$ cat src/rtl/adc_ctrl_reg.sv
module adc_ctrl_reg #(
  parameter int SETTLE_CYCLES = 32
) (
  input  logic       clk,
  input  logic       rst_n,
  input  logic       wr_en,
  input  logic [7:0] wdata,
  input  logic       lvr_en,
  input  logic       lvd_en,
  input  logic       conv_req,
  output logic [7:0] rdata,
  output logic       adc_tick,
  output logic       sel_invalid,
  output logic       bg_power,
  output logic       bg_route,
  output logic       ref_ext,
  output logic       pin_ovr,
  output logic       bg_ready,
  output logic       conv_start
);
  localparam int SW = $clog2(SETTLE_CYCLES + 1);
  localparam int DW = 6;
  localparam logic [SW-1:0] SETTLE_LAST = SW'(SETTLE_CYCLES);

  logic          route_q, bgen_q, refx_q, inv_q;
  logic [2:0]    sel_q, eff_sel;
  logic [SW-1:0] settle_q;
  logic [DW-1:0] div_q, win_mask;
  logic          settled;

  always_ff @(posedge clk or negedge rst_n) begin
    if (!rst_n) begin
      route_q <= 1'b0;
      bgen_q  <= 1'b0;
      refx_q  <= 1'b0;
      sel_q   <= '0;
      inv_q   <= 1'b0;
    end else if (wr_en) begin
      route_q <= wdata[7];
      bgen_q  <= wdata[6];
      refx_q  <= wdata[4];
      sel_q   <= wdata[2:0];
      inv_q   <= inv_q | (&wdata[2:0]);
    end
  end

  always_ff @(posedge clk or negedge rst_n) begin
    if (!rst_n)
      settle_q <= '0;
    else if (!bgen_q)
      settle_q <= '0;
    else if (!settled)
      settle_q <= settle_q + 1'b1;
  end

  always_ff @(posedge clk or negedge rst_n) begin
    if (!rst_n) div_q <= '0;
    else        div_q <= div_q + 1'b1;
  end

  assign eff_sel  = (&sel_q) ? 3'd6 : sel_q;
  assign win_mask = ~({DW{1'b1}} << eff_sel);
  assign adc_tick = &(div_q | ~win_mask);

  assign settled     = (settle_q == SETTLE_LAST);
  assign bg_ready    = bgen_q & settled;
  assign conv_start  = conv_req & (~bgen_q | settled);
  assign bg_power    = bgen_q | lvr_en | lvd_en;
  assign bg_route    = route_q & bgen_q;
  assign ref_ext     = refx_q;
  assign pin_ovr     = refx_q;
  assign sel_invalid = inv_q;
  assign rdata       = {route_q, bgen_q, 1'b0, refx_q, 1'b0, sel_q};
endmodule

$ cat config.mk
export PLATFORM = sky130hd
export DESIGN_NAME = adc_ctrl_reg
export DESIGN_NICKNAME = d
export VERILOG_FILES = /design/src/rtl/adc_ctrl_reg.sv
export SDC_FILE = /design/constraint.sdc
export NUM_CORES = 1
export LEC_CHECK = 0
export CORE_ASPECT_RATIO = 1.25
export CORE_MARGIN = 4
export CORE_UTILIZATION = 40
export DETAILED_ROUTE_END_ITERATION = 8
export DONT_BUFFER_PORTS = 1
export PLACE_DENSITY = 0.57
export SLEW_MARGIN = 20
export SYNTH_ARGS = -nofsm -noshare
export SYNTH_HDL_FRONTEND = slang
export SYNTH_SLANG_ARGS = --single-unit
$ cat constraint.sdc
create_clock -name clk -period 3.9 [get_ports clk]
set_clock_uncertainty 0.15 [all_clocks]
set_input_delay 0.195 -clock clk [delete_from_list [all_inputs] [get_ports clk]]
set_output_delay 0.195 -clock clk [all_outputs]
set_load 0.005 [all_outputs]
==> Word level (Yosys, flattened, before mapping) <==
Cells that the tools add are included.
{ "word_totals": {"elab_cells": 29, "output_inout_bits": 16, "input_bits": 14, "register_bits": 19} }
{ "classes": {"n_shift": 1, "n_eq_ne": 2, "bitwise_logic": 11, "reduce_logical": 3, "addsub": 2, "n_mux": 3} }
{ "ops": {"columns": ["op", "count"], "rows": [
  ["$add 6x1->6 const B", 2],
  ["$mux 6", 2],
  ["$not 6->6", 2],
  ["$eq 6x6->1 const B", 1],
  ["$or 6x6->6", 1],
  ["$reduce_and 3->1", 2],
  ["$reduce_and 6->1", 1],
  ["$shl 6x3->6 const A", 1],
  ["$or 1x1->1", 4],
  ["$and 1x1->1", 3],
  ["$mux 3", 1],
  ["$ne 2x2->1 const B", 1],
  ["$not 1->1", 1]
]} }

==> Longest topological paths before layout <==
Gate-level depths: netlist of the first run.
{ "depth": {"ltp_word": 7, "depth_mapped": 5, "depth_no_buf": 5} }

==> Worst setup path before layout of the first run <==
No wires, ideal clock.
{ "synth_path": {"path_kind": "flip-flop to output port", "startpoint": "register settle_q[0]", "endpoint": "output conv_start", "arrival_time_ps": 1283, "path_stages_with_launch": 6, "path_slack_ps": 2272, "required_time_ps": 3555, "n_path_buf": 0, "cell_sequence": "dfrtp_1 inv_1 ha_1 nand2_1 or4_1 a21boi_0"} }
{ "synth_via": {"elab_chain_len": 3} }
{ "synth_rtl": {"columns": ["item", "line_no", "rtl"], "rows": [
  ["from (decl)", "27", "logic [SW-1:0] settle_q;"],
  ["from (signal assigned)", "53", "settle_q <= settle_q + 1'b1;"],
  ["$eq 6x6->1", "65", "assign settled = (settle_q == SETTLE_LAST);"],
  ["$or 1x1->1", "67", "assign conv_start = conv_req & (~bgen_q | settled);"],
  ["$and 1x1->1", "67", null],
  ["to (decl)", "19", "output logic conv_start"]
]} }
Every way passes these cells.

==> Final worst setup path of the first run <==
{ "layout_path": {"startpoint": "register settle_q[0]", "endpoint": "output bg_ready"} }
{ "layout_via": {"elab_chain_len": 2} }
{ "layout_rtl": {"columns": ["item", "line_no", "rtl"], "rows": [
  ["$eq 6x6->1", "65", null],
  ["$and 1x1->1", "66", "assign bg_ready = bgen_q & settled;"],
  ["to (decl)", "18", "output logic bg_ready,"]
]} }
Every way passes these cells.

==> reports/metrics.yaml, run 1 <==
logic_synthesis:
  ys_types: 27
  netlist_area_um2: 920.9
  ys_ff_latch: 19
  syn_avg_cell_area_um2: 10.96
  yosysSeqAreaShare: 0.5163
  ys_warn_count: 0
  synthCells: 84
route:
  wl_per_cell_um: 12.20
  wirelength_mm: 1.476
  ant_nets: 0
  drt-initial-drc-count: 4
  drc: 0
  via_per_inst: 4.826
  dr_total_vias: 584
  first_pass_iters: 3
power_and_ir_drop:
  swShare: 0.2533
  p_comb_frac: 0.106
  p_seq_frac: 0.625
  power.net_switching_mw: 0.09123
  power_density_mw_per_mm2: 350.6
  pwr-share-clk: 0.270
  p_int_mw: 0.2690
  power.leakage_nw: 0.4499
  irDropWorstVdd_uv: 244.1
global_routing:
  antenna_found_initial: 0
  grt_use_total: 0.1071
  first_global_vias: 592
  globalRouteOverflowTotal: 0
  grt_start_max_net_pins: 20
  grt_pass1_wl_mm: 2.449
outcome:
  status: "finished clean"
setup_path:
  crit_arrival_ns: 1.73
  start_kind: "flop"
  crit_fanout: 4
  crit_required_ns: 3.56
  critical_path_class: "flop to primary output"
  critPathCaptureType: "primary output"
timing:
  rsz0062_at_grt: "false"
  setup_tns_ns: 0
  relSlewSlack: 0.4392
  worst_pin_slew_ns: 0.8384
  slew_viol_final: 0
  setup_viol: 0
  min_period_over_period: 0.5333
  max_freq_mhz: 480.8
  hold_viol_final: 0
  min_period_ns: 2.080
clock_network:
  clock_path_buffers: 2
  cts_sinks: 19
  clkSlewWorstSetupHoldPaths_ns: 0.10
  root_buffer: "clkbuf_4"
  cts_htree_levels: 1
  tritoncts: "done"
  cts_buffers: 3
  clk_latency_ns: 0.29
place:
  routabilityCongestion: 0.7235
  port_buffers: 0
  dp.cells: 108
  hpwl_mm: 1.095
flow_run:
  cap_violations: 0
floorplanning:
  io_pins: 30
  die_h_um: 61.65
  die_w_um: 50.92
  fp-row-count: 19
  core_area_mm2: 0.002187
  die_area_mm2: 0.003139
  start_util: 0.4211
final_layout:
  n_antenna_cell: 0
  final_cells: 121
  fillers: 221
  layout_commonest_cell: "dfrtp_1"
  final_cell_mix: "dfrtp_1 (19), nand2_1 (9), dlygate4sd3_1 (9)"
  layout-drive-gt1-share: 0.1000
  nets: 108
  area_growth_pct: 11.55
min_path:
  hold_path_class: "input port to async pin"
[final timing paths]
check                            start     endpoint  slack (ns)  cells after the start
max                        settle_q[0]     bg_ready        1.82                      5
min                              rst_n     div_q[5]        0.29                      1
max reg2reg                settle_q[0]  settle_q[0]        2.23                      5
min reg2reg                   div_q[5]     div_q[5]        0.32                      1
max in group asynchronous        rst_n       bgen_q        2.79                      1
min in group clk              div_q[5]     div_q[5]        0.32                      1
[synthesized netlist by cell type (all sizes together)]
library cell | instances | area share
conb | 1 | 0.0041
a31oi | 1 | 0.0068
a41o | 1 | 0.011
inv | 4 | 0.016
nand2b | 2 | 0.014
ha | 3 | 0.041
mux2 | 5 | 0.061
nor2 | 3 | 0.012
and3 | 2 | 0.014
a211oi | 1 | 0.0082
dfrtp | 19 | 0.52
nand2 | 9 | 0.037
or3 | 1 | 0.0068
clkbuf | 2 | 0.0082
xor2 | 2 | 0.019
a21boi | 1 | 0.0082
and2 | 3 | 0.020
nor4 | 1 | 0.0068
and4 | 1 | 0.0095
or4 | 1 | 0.0082
o21ai | 3 | 0.016
nand3 | 4 | 0.027
buf | 6 | 0.049
or4b | 1 | 0.011
mux2i | 2 | 0.022
xnor2 | 5 | 0.048
[power by group through the flow]
stage | Combinational, mW | Clock [mW] | Sequential, mW
after global routing | 0.0446 | 0.109 | 0.228
after CTS | 0.0393 | 0.101 | 0.226
final | 0.0380 | 0.0972 | 0.225
after detailed placement | 0.0262 | 0 | 0.230
after floorplan | 0.0341 | 0 | 0.223
after global placement | 0.0258 | 0 | 0.229
[cell type report]
| type | instances | area [um^2] | area share |
|---|---|---|---|
| sequential | 19 | 475.5 | 0.4628 |
| multi-input combinational | 54 | 381.6 | 0.3715 |
| timing repair buffer | 9 | 90.09 | 0.08770 |
| tap | 31 | 38.79 | 0.03776 |
| clock buffer | 4 | 26.28 | 0.02558 |
| inverter | 4 | 15.01 | 0.01462 |
[registers in the layout, summed over array words and instances, names as in the netlist]
signal,count
bgen_q,1
div_q,6
pin_ovr,1
route_q,1
sel_invalid,1
sel_q,3
settle_q,6
[repair_timing]
action                                 4_1_cts  5_1_grt
gates resized for setup                      0        0
hold buffers                                 9        0
endpoints found under the hold margin       26        0
setup buffers                                0        0
[metrics by stage]
step | area [um^2] | total power, mW | setup WS (ns) | hold WS [ns] | utilization
after floorplan | 924.6 | 0.2568 | 2.272 | -0.2506 | -
after global placement | 910.9 | 0.2551 | 2.109 | -0.2500 | 0.4165
after detailed placement | 910.9 | 0.2558 | 2.099 | -0.2501 | 0.4165
after CTS | 1027 | 0.3663 | 1.772 | 0.3282 | 0.4697
after global routing | 1027 | 0.3816 | 1.699 | 0.3481 | 0.4697
final | 1027 | 0.3602 | 1.820 | 0.2865 | 0.4697
[logic make-up after synthesis]
kind of cell,after synthesis,synth area share
fa+ha+maj,3,0.04077
compound gates,7,0.05028
xor+xnor,7,0.06658
buf+inv,12,0.07336
other cells,1,0.004072
simple gates,28,0.1658
flops,19,0.5163
mux,7,0.08288
[worst max-delay path: stages, from the launching register on]
cell and delay, ns:
dfrtp_1 0.43, inv_1 0.09, ha_1 0.14, nand2_1 0.05, nor4_1 0.49, and2_1 0.24
[per-layer routing]
metal | share of wire | GRT usage
met2 | 0.46 | 0.1602
met1 | 0.47 | 0.1418
met4 | 0.020 | 0.08077
met5 | 0 | 0
met3 | 0.045 | 0.01453
No activity file was read; power rests on OpenSTA's default activity.
==> inputs of run 2 (changes only) <==
PLACE_DENSITY = 0.59   (was 0.57)
clock period = 1.9 ns   (was 3.9 ns; I/O delays follow)
==> reports/metrics.yaml, run 2 (synthesis gave the netlist of run 1 again) <==
timing:
  slew_viol_final: 0
  min_period_over_period: 0.9597
  holdWs_ns: 0.1352
  max_freq_mhz: 548.4
  relSlewSlack: 0.4342
  setup_viol: 0
  hold_viol_final: 0
  fin_ws_ns: 0.07653
  rsz0062_at_grt: "true"
  worst_pin_slew_ns: 0.8458
  min_period_ns: 1.823
power_and_ir_drop:
  swShare: 0.2588
  power.leakage_nw: 0.4821
  irDropWorstVdd_uv: 378.4
  pwr-share-clk: 0.262
  p_comb_frac: 0.142
  p_seq_frac: 0.596
  power_density_mw_per_mm2: 711.3
  p_int_mw: 0.5660
  power.net_switching_mw: 0.1976
min_path:
  hold_path_class: "input port to primary output"
  holdPathStages: 1
setup_path:
  start_kind: "flop"
  crit_fanout: 3
  r2r_cells: 5
  crit_arrival_ns: 1.58
  critical_path_class: "flop to primary output"
  critPathCaptureType: "primary output"
  crit_required_ns: 1.65
clock_network:
  clk_latency_ns: 0.29
  cts_buffers: 3
  root_buffer: "clkbuf_4"
  cts_sinks: 19
  cts_htree_levels: 1
  clkSlewWorstSetupHoldPaths_ns: 0.11
  tritoncts: "done"
  clock_path_buffers: 2
place:
  hpwl_mm: 1.085
  port_buffers: 0
  routabilityCongestion: 0.7082
  post_dp_cell_area_um2: 925.9
  dp_slack_ns: 0.2636
  dp.cells: 110
global_routing:
  globalRouteOverflowTotal: 0
  grt_start_max_net_pins: 20
  grt_pass1_wl_mm: 2.511
  grt_use_total: 0.1082
  first_global_vias: 601
  antenna_found_initial: 0
route:
  drt-initial-drc-count: 5
  wl_per_cell_um: 12.89
  wl_met2_um: 813
  dr_total_vias: 618
  routed.top_layer: "met4"
  first_pass_iters: 4
  met1_length_um: 709
  route.met3.wl_um: 86
  wirelength_mm: 1.624
  ant_nets: 0
  drc: 0
  via_per_inst: 4.905
final_layout:
  fillers: 200
  area_growth_pct: 16.58
  n_antenna_cell: 0
  final_cell_area_mm2: 0.001074
  layout-drive-gt1-share: 0.1789
  reg_top3: "div_q x6, settle_q x6, sel_q x3"
  nets: 113
  final_cells: 126
  layout_commonest_cell: "dfrtp_1"
  final_cell_mix: "dfrtp_1 (19), nand2_1 (9), dlygate4sd3_1 (9)"
floorplanning:
  fp-row-count: 19
  io_pins: 30
  start_util: 0.4211
  die_w_um: 50.92
  core_area_mm2: 0.002187
  die_area_mm2: 0.003139
  die_h_um: 61.65
outcome:
  status: "finished clean"
flow_run:
  cap_violations: 0
## run 2: power groups by stage
stage / Combinational [mW] / Clock (mW) / Sequential, mW
after floorplan: 0.0699 / 0 / 0.457
after global placement: 0.0609 / 0 / 0.466
after detailed placement: 0.0631 / 0 / 0.466
after CTS: 0.0916 / 0.210 / 0.458
after global routing: 0.124 / 0.226 / 0.460
final: 0.108 / 0.200 / 0.455
## run 2: worst max-delay path: stages, from the launching register on
cell      delay (ns)
dfrtp_1         0.41
inv_1           0.09
ha_1            0.14
nand2_1         0.06
or4_4           0.44
a21boi_2        0.15
## run 2: final timing paths
check | startpoint | end | slack (ns)
max | settle_q[0] | conv_start | 0.08
min | lvd_en | bg_power | 0.14
max reg2reg | settle_q[0] | settle_q[3] | 0.33
min reg2reg | div_q[5] | div_q[5] | 0.33
max in group asynchronous | rst_n | settle_q[0] | 0.89
min in group asynchronous | rst_n | div_q[2] | 0.20
## run 2: per-stage QoR
stage / TNS (ns) / utilization / total power [mW]
floorplan: 0 / - / 0.5272
global placement: 0 / 0.4233 / 0.5269
detailed placement: 0 / 0.4233 / 0.5291
CTS: 0 / 0.4805 / 0.7599
global route: -0.03335 / 0.4908 / 0.8096
finish: 0 / 0.4908 / 0.7636
## run 2: final cells by class
| cell class | instances | area [um^2] | area share |
|---|---|---|---|
| Sequential cell | 19 | 475.5 | 0.4429 |
| Multi-Input combinational cell | 54 | 389.1 | 0.3625 |
| Timing Repair Buffer | 14 | 127.6 | 0.1189 |
| Tap cell | 31 | 38.79 | 0.03613 |
| Clock buffer | 3 | 22.52 | 0.02098 |
| Inverter | 4 | 15.01 | 0.01399 |
| Clock inverter | 1 | 5.005 | 0.004662 |
## run 2: routing by layer
layer  global-route usage  vias to the layer above
li1                     -                      298
met1               0.1360                      297
met2               0.1750                       21
met3              0.03148                        2
met4              0.04615                        0
met5                    0                        -
## run 2: repair_timing
action | 4_1_cts | 5_1_grt
gates cloned | 0 | 0
buffers inserted | 0 | 3
hold buffers | 9 | 0
hold endpoints to repair | 26 | 0
resized for setup | 3 | 0
endpoints found under the setup margin | 1 | 1
pin swaps | 0 | 1
==> inputs of run 3 (changes only) <==
clock period = 1.5 ns   (was 1.9 ns; I/O delays follow)
==> reports/metrics.yaml, run 3 (synthesis gave the netlist of run 1 again) <==
power_and_ir_drop:
  power.leakage_nw: 0.5425
  swShare: 0.2675
  p_seq_frac: 0.572
  power.net_switching_mw: 0.2706
  p_comb_frac: 0.177
  irDropWorstVdd_uv: 525.7
  power_density_mw_per_mm2: 832.4
  p_int_mw: 0.7408
  pwr-share-clk: 0.251
place:
  hpwl_mm: 1.180
  dp.cells: 115
  routabilityCongestion: 0.7031
  post_dp_cell_area_um2: 963.4
  dp_slack_ns: -0.05187
  port_buffers: 0
final_layout:
  layout-drive-gt1-share: 0.3714
  final-seq-area_um2: 478.0
  fillers: 199
  reg_top3: "div_q x6, settle_q x6, sel_q x3"
  n_antenna_cell: 0
  final_cell_mix: "dfrtp_1 (17), buf_4 (14), dlygate4sd3_1 (9)"
  final_cell_area_mm2: 0.001215
  layout_commonest_cell: "dfrtp_1"
  final_cells: 136
  nets: 123
  area_growth_pct: 31.93
  multi_input_area_um2: 449.2
min_path:
  hold_start: "lvd_en"
  hold_path_class: "input port to primary output"
floorplanning:
  core_area_mm2: 0.002187
  die_area_mm2: 0.003139
  start_util: 0.4211
  die_h_um: 61.65
  die_w_um: 50.92
  io_pins: 30
  fp-row-count: 19
timing:
  relSlewSlack: 0.4186
  max_freq_mhz: 551.6
  slew_viol_final: 0
  hold_viol_final: 0
  fin_ws_ns: -0.3129
  min_period_over_period: 1.209
  min_period_ns: 1.813
  setup_viol: 6
  worst_pin_slew_ns: 0.8692
  rsz0062_at_grt: "true"
  setup_tns_ns: -0.9458
setup_path:
  crit_slowest_cell: "or4_4"
  crit_fanout: 3
  critical_path_class: "flop to primary output"
  crit_family: "simple AND/OR/NAND/NOR gates"
  critPathCaptureType: "primary output"
  path_cells: "inv_2, ha_4, nand2_4, or4_4, a21boi_2"
  crit_buf_inv: 1
  timing.rr.start: "settle_q[0]"
  worstSetupStartpoint: "settle_q[0]"
  crit_arrival_ns: 1.59
  critical-path-max-stage-delay_ns: 0.44
  crit_required_ns: 1.27
  r2r_slack_ns: -0.12
  start_kind: "flop"
global_routing:
  first_global_vias: 648
  globalRouteOverflowTotal: 0
  grt_use_total: 0.1180
  grt_pass1_wl_mm: 2.704
  grt_start_max_net_pins: 20
  antenna_found_initial: 0
clock_network:
  cts_buffers: 3
  cts_sinks: 19
  root_buffer: "clkbuf_4"
  cts_htree_levels: 1
  clock_path_buffers: 2
  clk_latency_ns: 0.29
  clkSlewWorstSetupHoldPaths_ns: 0.10
  tritoncts: "done"
route:
  wirelength_mm: 1.828
  drc: 0
  ant_nets: 0
  wl_per_cell_um: 13.44
  drt-initial-drc-count: 4
  first_pass_iters: 4
  dr_total_vias: 644
  via_per_inst: 4.735
outcome:
  violations: "setup timing"
  status: "finished with violations"
flow_run:
  cap_violations: 0
-- run 3: cell types whose count changed in the layout (fill, tap and decap cells not counted), sizes merged --
| cell | before | now |
|---|---|---|
| buf | 5 | 15 |
-- run 3: layer usage --
| metal | GRT usage | vias to the layer above | wire [um] |
|---|---|---|---|
| li1 | - | 316 | - |
| met1 | 0.1418 | 310 | 756 |
| met2 | 0.1952 | 16 | 963 |
| met3 | 0.02663 | 2 | 91 |
| met4 | 0.06923 | 0 | 16 |
| met5 | 0 | - | 0 |
-- run 3: area by class of cell --
cell class,count,share of cell area
Clock buffer,3,0.01854
Multi-Input combinational cell,54,0.3697
Inverter,4,0.01236
Sequential cell,19,0.3934
Tap cell,31,0.03193
Clock inverter,1,0.004119
Timing Repair Buffer,24,0.1699
-- run 3: worst paths after layout --
path | end | cells past startpoint
worst max-delay path | conv_start | 5
worst min-delay path | bg_power | 1
worst max register to register | settle_q[0] | 7
worst min register to register | div_q[5] | 1
max in group asynchronous | sel_q[2] | 1
min in group asynchronous | sel_q[1] | 1
-- run 3: stage by stage --
step	utilization	hold slack, ns	power, mW
5_1_grt	0.5555	0.1083	1.065
6_report	0.5555	0.09462	1.011
3_5_place_dp	0.4405	-0.3700	0.6893
4_1_cts	0.5080	0.09612	0.9870
2_1_floorplan	-	-0.3706	0.6681
3_3_place_gp	0.4405	-0.3700	0.6875
-- run 3: power groups by stage --
stage               clock network, mW  logic (mW)  registers [mW]
finish                          0.254       0.179           0.579
global route                    0.283       0.197           0.584
CTS                             0.267       0.147           0.573
detailed placement                  0       0.106           0.583
global placement                    0       0.105           0.582
floorplan                           0      0.0889           0.579
-- run 3: repair_timing --
action,4_1_cts,5_1_grt
endpoints found under the setup margin,5,7
pin swaps,2,4
setup buffers,3,5
gates resized for setup,2,17
endpoints found under the hold margin,26,0
hold buffers,9,0
